File: src/rtl/scs_pkg.sv
package scs_pkg;
  typedef enum logic [1:0] {
    ST_RUN      = 2'd0,
    ST_ACK_WAIT = 2'd1,
    ST_STOPPED  = 2'd2,
    ST_WAKE     = 2'd3
  } scsState_t;

  typedef struct packed {
    logic coreOn;    // core clock enables for the next cycle
    logic clearOk;   // service acknowledges may clear pending bits
    logic serviceOk; // pending interrupts may be offered
  } scsStrobe_t;
endpackage

File: src/rtl/scs_ctrl.sv
module scs_ctrl
  import scs_pkg::*;
(
  input  logic       clk,
  input  logic       rstN,
  input  logic       stopSync,
  input  logic       busDone,
  output logic       ackReq,
  output scsStrobe_t strobe
);
  scsState_t state, nextState;

  always_comb begin
    nextState = state;
    unique case (state)
      ST_RUN:      if (stopSync) nextState = ST_ACK_WAIT;
      ST_ACK_WAIT: if (busDone) nextState = stopSync ? ST_STOPPED : ST_WAKE;
      ST_STOPPED:  if (!stopSync) nextState = ST_WAKE;
      ST_WAKE:     nextState = ST_RUN;
      default:     nextState = ST_RUN;
    endcase
  end

  always_ff @(posedge clk) begin
    if (!rstN) state <= ST_RUN;
    else       state <= nextState;
  end

  assign ackReq           = (state == ST_ACK_WAIT);
  assign strobe.coreOn    = (nextState != ST_STOPPED);
  assign strobe.clearOk   = (state != ST_STOPPED);
  assign strobe.serviceOk = (state == ST_RUN);


  ack_held_chk: assert property (@(posedge clk) disable iff (!rstN)
    (ackReq && !busDone) |=> ackReq);


  ack_ends_chk: assert property (@(posedge clk) disable iff (!rstN)
    (ackReq && busDone) |=> !ackReq);


  stop_hold_chk: assert property (@(posedge clk) disable iff (!rstN)
    (state == ST_STOPPED && stopSync) |=> (state == ST_STOPPED));


  wake_once_chk: assert property (@(posedge clk) disable iff (!rstN)
    (state == ST_WAKE) |=> (state == ST_RUN));
endmodule

File: src/rtl/scs_datapath.sv
module scs_datapath
  import scs_pkg::*;
#(
  parameter int NUM_CORE    = 3,
  parameter int NUM_INT     = 4,
  parameter int SYNC_STAGES = 2
) (
  input  logic                clk,
  input  logic                rstN,
  input  logic                stopReqAsync,
  input  logic [NUM_INT-1:0]  intReq,
  input  logic [NUM_INT-1:0]  intAck,
  input  scsStrobe_t          strobe,
  output logic                stopSync,
  output logic [NUM_CORE-1:0] coreClkEn,
  output logic [NUM_INT-1:0]  pendingInt,
  output logic                intValid
);
  localparam int LAST_STAGE = SYNC_STAGES - 1;

  logic [SYNC_STAGES-1:0] syncQ;

  always_ff @(posedge clk) begin
    if (!rstN) syncQ <= '0;
    else       syncQ <= {syncQ[LAST_STAGE-1:0], stopReqAsync};
  end
  assign stopSync = syncQ[LAST_STAGE];

  always_ff @(posedge clk) begin
    if (!rstN) coreClkEn <= '1;
    else       coreClkEn <= {NUM_CORE{strobe.coreOn}};
  end

  for (genvar i = 0; i < NUM_INT; i++) begin : g_pend
    always_ff @(posedge clk) begin
      if (!rstN)
        pendingInt[i] <= 1'b0;
      else
        pendingInt[i] <= intReq[i] | (pendingInt[i] & ~(intAck[i] & strobe.clearOk));
    end


    capture_chk: assert property (@(posedge clk) disable iff (!rstN)
      intReq[i] |=> pendingInt[i]);


    pend_keep_chk: assert property (@(posedge clk) disable iff (!rstN)
      (pendingInt[i] && !(intAck[i] && strobe.clearOk)) |=> pendingInt[i]);
  end

  assign intValid = strobe.serviceOk & (|pendingInt);


  core_uniform_chk: assert property (@(posedge clk) disable iff (!rstN)
    (coreClkEn == '0) || (coreClkEn == '1));
endmodule

File: src/rtl/scs_top.sv
module scs_top
  import scs_pkg::*;
#(
  parameter int NUM_CORE    = 3,
  parameter int NUM_INT     = 4,
  parameter int SYNC_STAGES = 2
) (
  input  logic                clk,
  input  logic                rstN,
  input  logic                stopReqAsync,
  input  logic                busDone,
  input  logic [NUM_INT-1:0]  intReq,
  input  logic [NUM_INT-1:0]  intAck,
  output logic                ackReq,
  output logic [NUM_CORE-1:0] coreClkEn,
  output logic                busClkEn,
  output logic                intcClkEn,
  output logic                snoopEn,
  output logic [NUM_INT-1:0]  pendingInt,
  output logic                intValid
);
  scsStrobe_t strobe;
  logic       stopSync;

  scs_ctrl u_ctrl (
    .clk      (clk),
    .rstN     (rstN),
    .stopSync (stopSync),
    .busDone  (busDone),
    .ackReq   (ackReq),
    .strobe   (strobe)
  );

  scs_datapath #(
    .NUM_CORE    (NUM_CORE),
    .NUM_INT     (NUM_INT),
    .SYNC_STAGES (SYNC_STAGES)
  ) u_dp (
    .clk          (clk),
    .rstN         (rstN),
    .stopReqAsync (stopReqAsync),
    .intReq       (intReq),
    .intAck       (intAck),
    .strobe       (strobe),
    .stopSync     (stopSync),
    .coreClkEn    (coreClkEn),
    .pendingInt   (pendingInt),
    .intValid     (intValid)
  );

  // bus, interrupt-controller and snoop enables never drop
  assign busClkEn  = 1'b1;
  assign intcClkEn = 1'b1;
  assign snoopEn   = 1'b1;


  core_off_after_ack_chk: assert property (@(posedge clk) disable iff (!rstN)
    $fell(coreClkEn[0]) |-> $past(ackReq && busDone));
endmodule

File: config.mk
export PLATFORM = sky130hd
export DESIGN_NAME = scs_top
export DESIGN_NICKNAME = d
export VERILOG_FILES = /design/src/rtl/scs_pkg.sv /design/src/rtl/scs_ctrl.sv /design/src/rtl/scs_datapath.sv /design/src/rtl/scs_top.sv
export SDC_FILE = /design/constraint.sdc
export NUM_CORES = 1
export LEC_CHECK = 0
export ABC_AREA = 1
export BUFFER_PORTS_ARGS = -buffer_cell sky130_fd_sc_hd__buf_4
export CAP_MARGIN = 10
export CORE_AREA = 2 2 39 41
export CTS_CLUSTER_DIAMETER = 80
export DETAILED_ROUTE_END_ITERATION = 10
export DIE_AREA = 0 0 41 43
export SLEW_MARGIN = 20
export SYNTH_ARGS = -nofsm -noshare
export SYNTH_HDL_FRONTEND = slang
export SYNTH_SLANG_ARGS = --single-unit
File: constraint.sdc
create_clock -name clk -period 0.8 [get_ports clk]
set_input_delay 0.12 -clock clk [delete_from_list [all_inputs] [get_ports clk]]
set_output_delay 0.12 -clock clk [all_outputs]
set_load 0.02 [all_outputs]
### After elaboration in Yosys (flattened, before gate mapping)

Cells that the tools add are included.

* register bits after elaboration: 9
* input bits: 12
* output and inout port bits: 12
* word-level logic and storage cells: 36

* equal/unequal tests: 5
* mux-type cells: 5
* bitwise operators: 17
* reductions and logical operators: 2

Operators by type and width (count)
* 1-bit bitwise AND: 9
* 2-bit case mux with 4 select lines: 1
* 2-bit 2-to-1 mux: 3
* 2-bit == test (second input constant): 2
* 2-bit != test (second input constant): 2
* 1-bit NOT: 4
* 1-bit bitwise OR: 4
* 4-bit OR reduction: 1
* 2-bit by 1-bit == test with 1-bit output (second input constant): 1
* 2-bit zero test: 1
* 1-bit 2-to-1 mux: 1

### Depth between registers and ports, before layout

* depth after elaboration: 5
* mapped depth: 5
* gate-level depth less buffers: 5

### Cells and area by module

Synthesis repeated with hierarchy kept, for this count alone.

* cells, all modules: 56
* area total of the unflattened synthesis: 400.4 um^2

By module, submodules not included
* scs_datapath: times used 1, cells each 34, area each 260.2 um^2, seq. area each 140.1 um^2
* scs_ctrl: times used 1, cells each 18, area each 113.9 um^2, seq. area each 40.0 um^2
* scs_top: times used 1, cells each 4, area each 26.3 um^2, seq. area each 0.0 um^2

### Worst setup path before layout

Ideal clock, no wire load.

* path type: flip-flop to output port
* start: register u_dp.pendingInt[2]
* end: output intValid
* arrival time: 884 ps
* required time: 680 ps
* setup slack: -204 ps
* cell stages (with the launch flop): 3
* path buffers: 0
* cell sequence: dfxtp_1 nor2_1 a21oi_1

* longest elaborated chain between the ends: 2

Ends and longest elaborated chain
* start: declaration: RTL line scs_datapath.sv:16 `output logic [NUM_INT-1:0] pendingInt,`
* start signal: indexed assignment: RTL line scs_datapath.sv:39 `pendingInt[i] <= intReq[i] | (pendingInt[i] & ~(intAck[i] & strobe.clearOk));`
* 4-bit OR reduction: RTL line scs_datapath.sv:51 `assign intValid = strobe.serviceOk & (|pendingInt);`
* 1-bit bitwise AND: RTL line scs_datapath.sv:51
* end: declaration: RTL line scs_top.sv:20 `output logic intValid`

No other way between the ends.

### Worst setup path in the final report

* start: register u_ctrl.state[0]
* end: output intValid

* longest elaborated chain between the ends: 2

Ends and longest elaborated chain
* start: declaration: RTL line scs_ctrl.sv:11 `scsState_t state, nextState;`
* start signal: assignment: RTL line scs_ctrl.sv:26 `else state <= nextState;`
* 2-bit zero test: RTL line scs_ctrl.sv:32 `assign strobe.serviceOk = (state == ST_RUN);`
* 1-bit bitwise AND: RTL line scs_datapath.sv:51

No other way between the ends.

==> results.md <==
* Ys flop type: dfxtp_1
* Failing checks: negative setup slack
* Post-Syn Area at 410.4 sq um
* Die H at 43 um
* Die X at 41 um
* Worst-path clk slew at 0.06 ns
* Startpoint Class: register
* Die area at 0.001763 sq mm
* Pin count of the biggest net entering global routing at 7
* CP required at 0.68 ns
* # IOs at 24
* Post-synth cell types at 13
* Core area at 0.001384 sq mm
* Synth Area per Inst at 7.076 sq um
* Area Growth Syn to Fin at 70.43%
* Yosys reg bits at 9
* Register Area at 203.9 sq um
* CP Cell Sequence: inv_4 > nand2_2 > a21oi_2 > buf_6
* Mapped Cells at 58
* Max incr delay on CP at 0.36 ns
* Slowest CP cell: dfxtp_4
* Final cell count without fillers at 98
* CTS Sinks at 9
* Gr usage total at 12.37%
* Internal cell power at 0.0008539 W
* Fin util at 50.54%
* Combinational fraction of design power at 31.6%
* DRT iter0 DRCs at 9
* Initial antenna violation count at 0
* Routed len/inst at 8.929 um
* Post-synth EDFFs at 0
* Status: finished with violations
* R2R Setup Slk at -0.11 ns
* Total power at 0.001250 W
* Clock Tree Buf Depth at 2
* Sequential Power Share at 40.6%
* WS Path Type: reg2out
* DRC viols at 0
* RSZ-0062 raised after global routing: true
* Element type at the critical path end: output port
* Switching share of power at 31.71%
* Max-cap check violation count at 0
* Worst hold slack at 0.03588 ns
* CTS tree: done
* Vias in the first global route at 353
* Vias per inst at 4.092
* Pwr/cell area at 1788 mW/mm^2
* Leakage at 0.3656 nW
* Antenna cell count at 0
* Worst Hold Class: in2reg
* Final net count at 95
* H-tree depth at 1
* Cells taking the most area after synthesis: dfxtp_1 (44%), nand2_1 (14%), buf_4 (9.1%)
* Count leader, synth: nand2_1
* Vias at 401
* Setup violators final at 16
* Port bufs at 20
* Peak supply drop at 0.001249 V
* Final wirelength at 875 um
* Cell Rows at 14
* Final hold vios at 0
* TritonRoute pass-1 iters at 4
* Share of layout cells above drive strength 1 at 59.76%
* Clock Skew at 0.005491 ns
* GRT overflow at 0
* Crit path max fanout at 3
* Asr flop ratio synth at 0%
* Layout fillers at 129
* Critical Path AT at 0.95 ns
* Hpwl dp at 674.3 um
* Total CTS buffers at 3
* Post-route minimum period at 1.067 ns
* Largest area contributor in the netlist: dfxtp_1
* Starting Density at 29.66%
* GPL Wtd Cong at 0.7427
* Clock network power share at 27.8%
* Commonest cells post-synth: nand2_1 (15), inv_1 (10), dfxtp_1 (9)
* Part of the Yosys area used for sequential elements at 43.90%
* P_sw at 0.0003965 W
* Routed Antenna Nets at 0
* Post-CTS Hold Buffers at 0
* Tcrit/Tclk final at 133.4%
* FMAX at 937.3 MHz
* Synth warnings at 0
* Setup ws final at -0.2669 ns
* Placed Cells at 92
* Clk_lat worst skew at 0.26 ns
* Global-route wire length before repair at 1407 um
* CTS root buf: clkbuf_4
* Pins Over Slew Limit at 0
* Multi-input gate area at 190.2 sq um
* Share of the synthesized area in the top cell type at 43.90%
## power groups by stage
stage / logic, W / registers, W / clock network [W]
floorplan: 0.000177 / 0.000528 / 0
global placement: 0.000301 / 0.000511 / 0
detailed placement: 0.000303 / 0.000513 / 0
CTS: 0.000389 / 0.000510 / 0.000365
global route: 0.000430 / 0.000511 / 0.000395
finish: 0.000396 / 0.000508 / 0.000347
## critical path, delay by kind of cell (launching register included)
family | cells | cell delay, ns
buffers and inverters | 2 | 0.18
AO/OA/AOI/OAI | 1 | 0.11
flip-flops | 1 | 0.36
AND/OR/NAND/NOR | 1 | 0.04
## kinds of logic (layout without fill, tap and decap cells)
| family | Yosys count | count (layout) | synth area share, % |
|---|---|---|---|
| and+or+nand+nor | 25 | 25 | 26.83 |
| buffers and inverters | 17 | 39 | 20.12 |
| DFF | 9 | 9 | 43.90 |
| other | 1 | 3 | 0.9138 |
| AOI/OAI and AO/OA | 6 | 6 | 8.231 |
## stage by stage
stage | setup TNS (ns) | area [sq um] | setup WS [ns]
floorplan | 0 | 436.7 | 0.007149
global placement | -0.08129 | 576.8 | -0.02849
detailed placement | -0.09574 | 576.8 | -0.03241
CTS | -1.645 | 695.7 | -0.2956
global route | -2.324 | 699.4 | -0.3386
finish | -1.662 | 699.4 | -0.2669
## metal layers
| layer | vias up | track usage (%) | part of all wire, % |
|---|---|---|---|
| met4 | 0 | 4.000 | 0 |
| met3 | 0 | 7.853 | 11 |
| met2 | 18 | 18.44 | 56 |
| met1 | 173 | 13.92 | 33 |
| li1 | 210 | - | - |
| met5 | - | 0 | 0 |
## flip-flops by register name, indices dropped and copies added, names as in the netlist
name / count
u_dp.syncQ: 2
u_dp.pendingInt: 4
u_ctrl.state: 2
u_dp.coreClkEn: 1
## cell usage in the layout, fill, tap and decap left out, drive strengths merged
| cell | count |
|---|---|
| dfxtp | 9 |
| inv | 12 |
| clkinv | 1 |
| clkbuf | 3 |
| a21oi | 6 |
| nand4 | 1 |
| nand2 | 18 |
| nor2 | 5 |
| buf | 23 |
| nand3 | 1 |
| conb | 3 |
## final timing paths
check	start	end	cells past startpoint
max	u_ctrl.state[0]	intValid	4
min reg2reg	u_dp.syncQ[0]	u_dp.syncQ[1]	2
max reg2reg	u_ctrl.state[0]	u_dp.pendingInt[0]	6
min	stopReqAsync	u_dp.syncQ[0]	3
## layout make-up
| cell class | instances | area share [%] |
|---|---|---|
| clock buffer | 3 | 3.220 |
| tap | 16 | 2.862 |
| inverter | 12 | 6.798 |
| timing repair buffer | 23 | 30.05 |
| multi-input combinational | 34 | 27.19 |
| sequential | 9 | 29.16 |
| clock inverter | 1 | 0.7156 |
## what timing repair did
| item | 4_1_cts | 5_1_grt |
|---|---|---|
| endpoints found under the setup margin | 16 | 16 |
| pin swaps | 5 | 2 |
| buffers inserted | 2 | 2 |
| gates resized for setup | 24 | 4 |
Power figures use the tool's default switching activity.
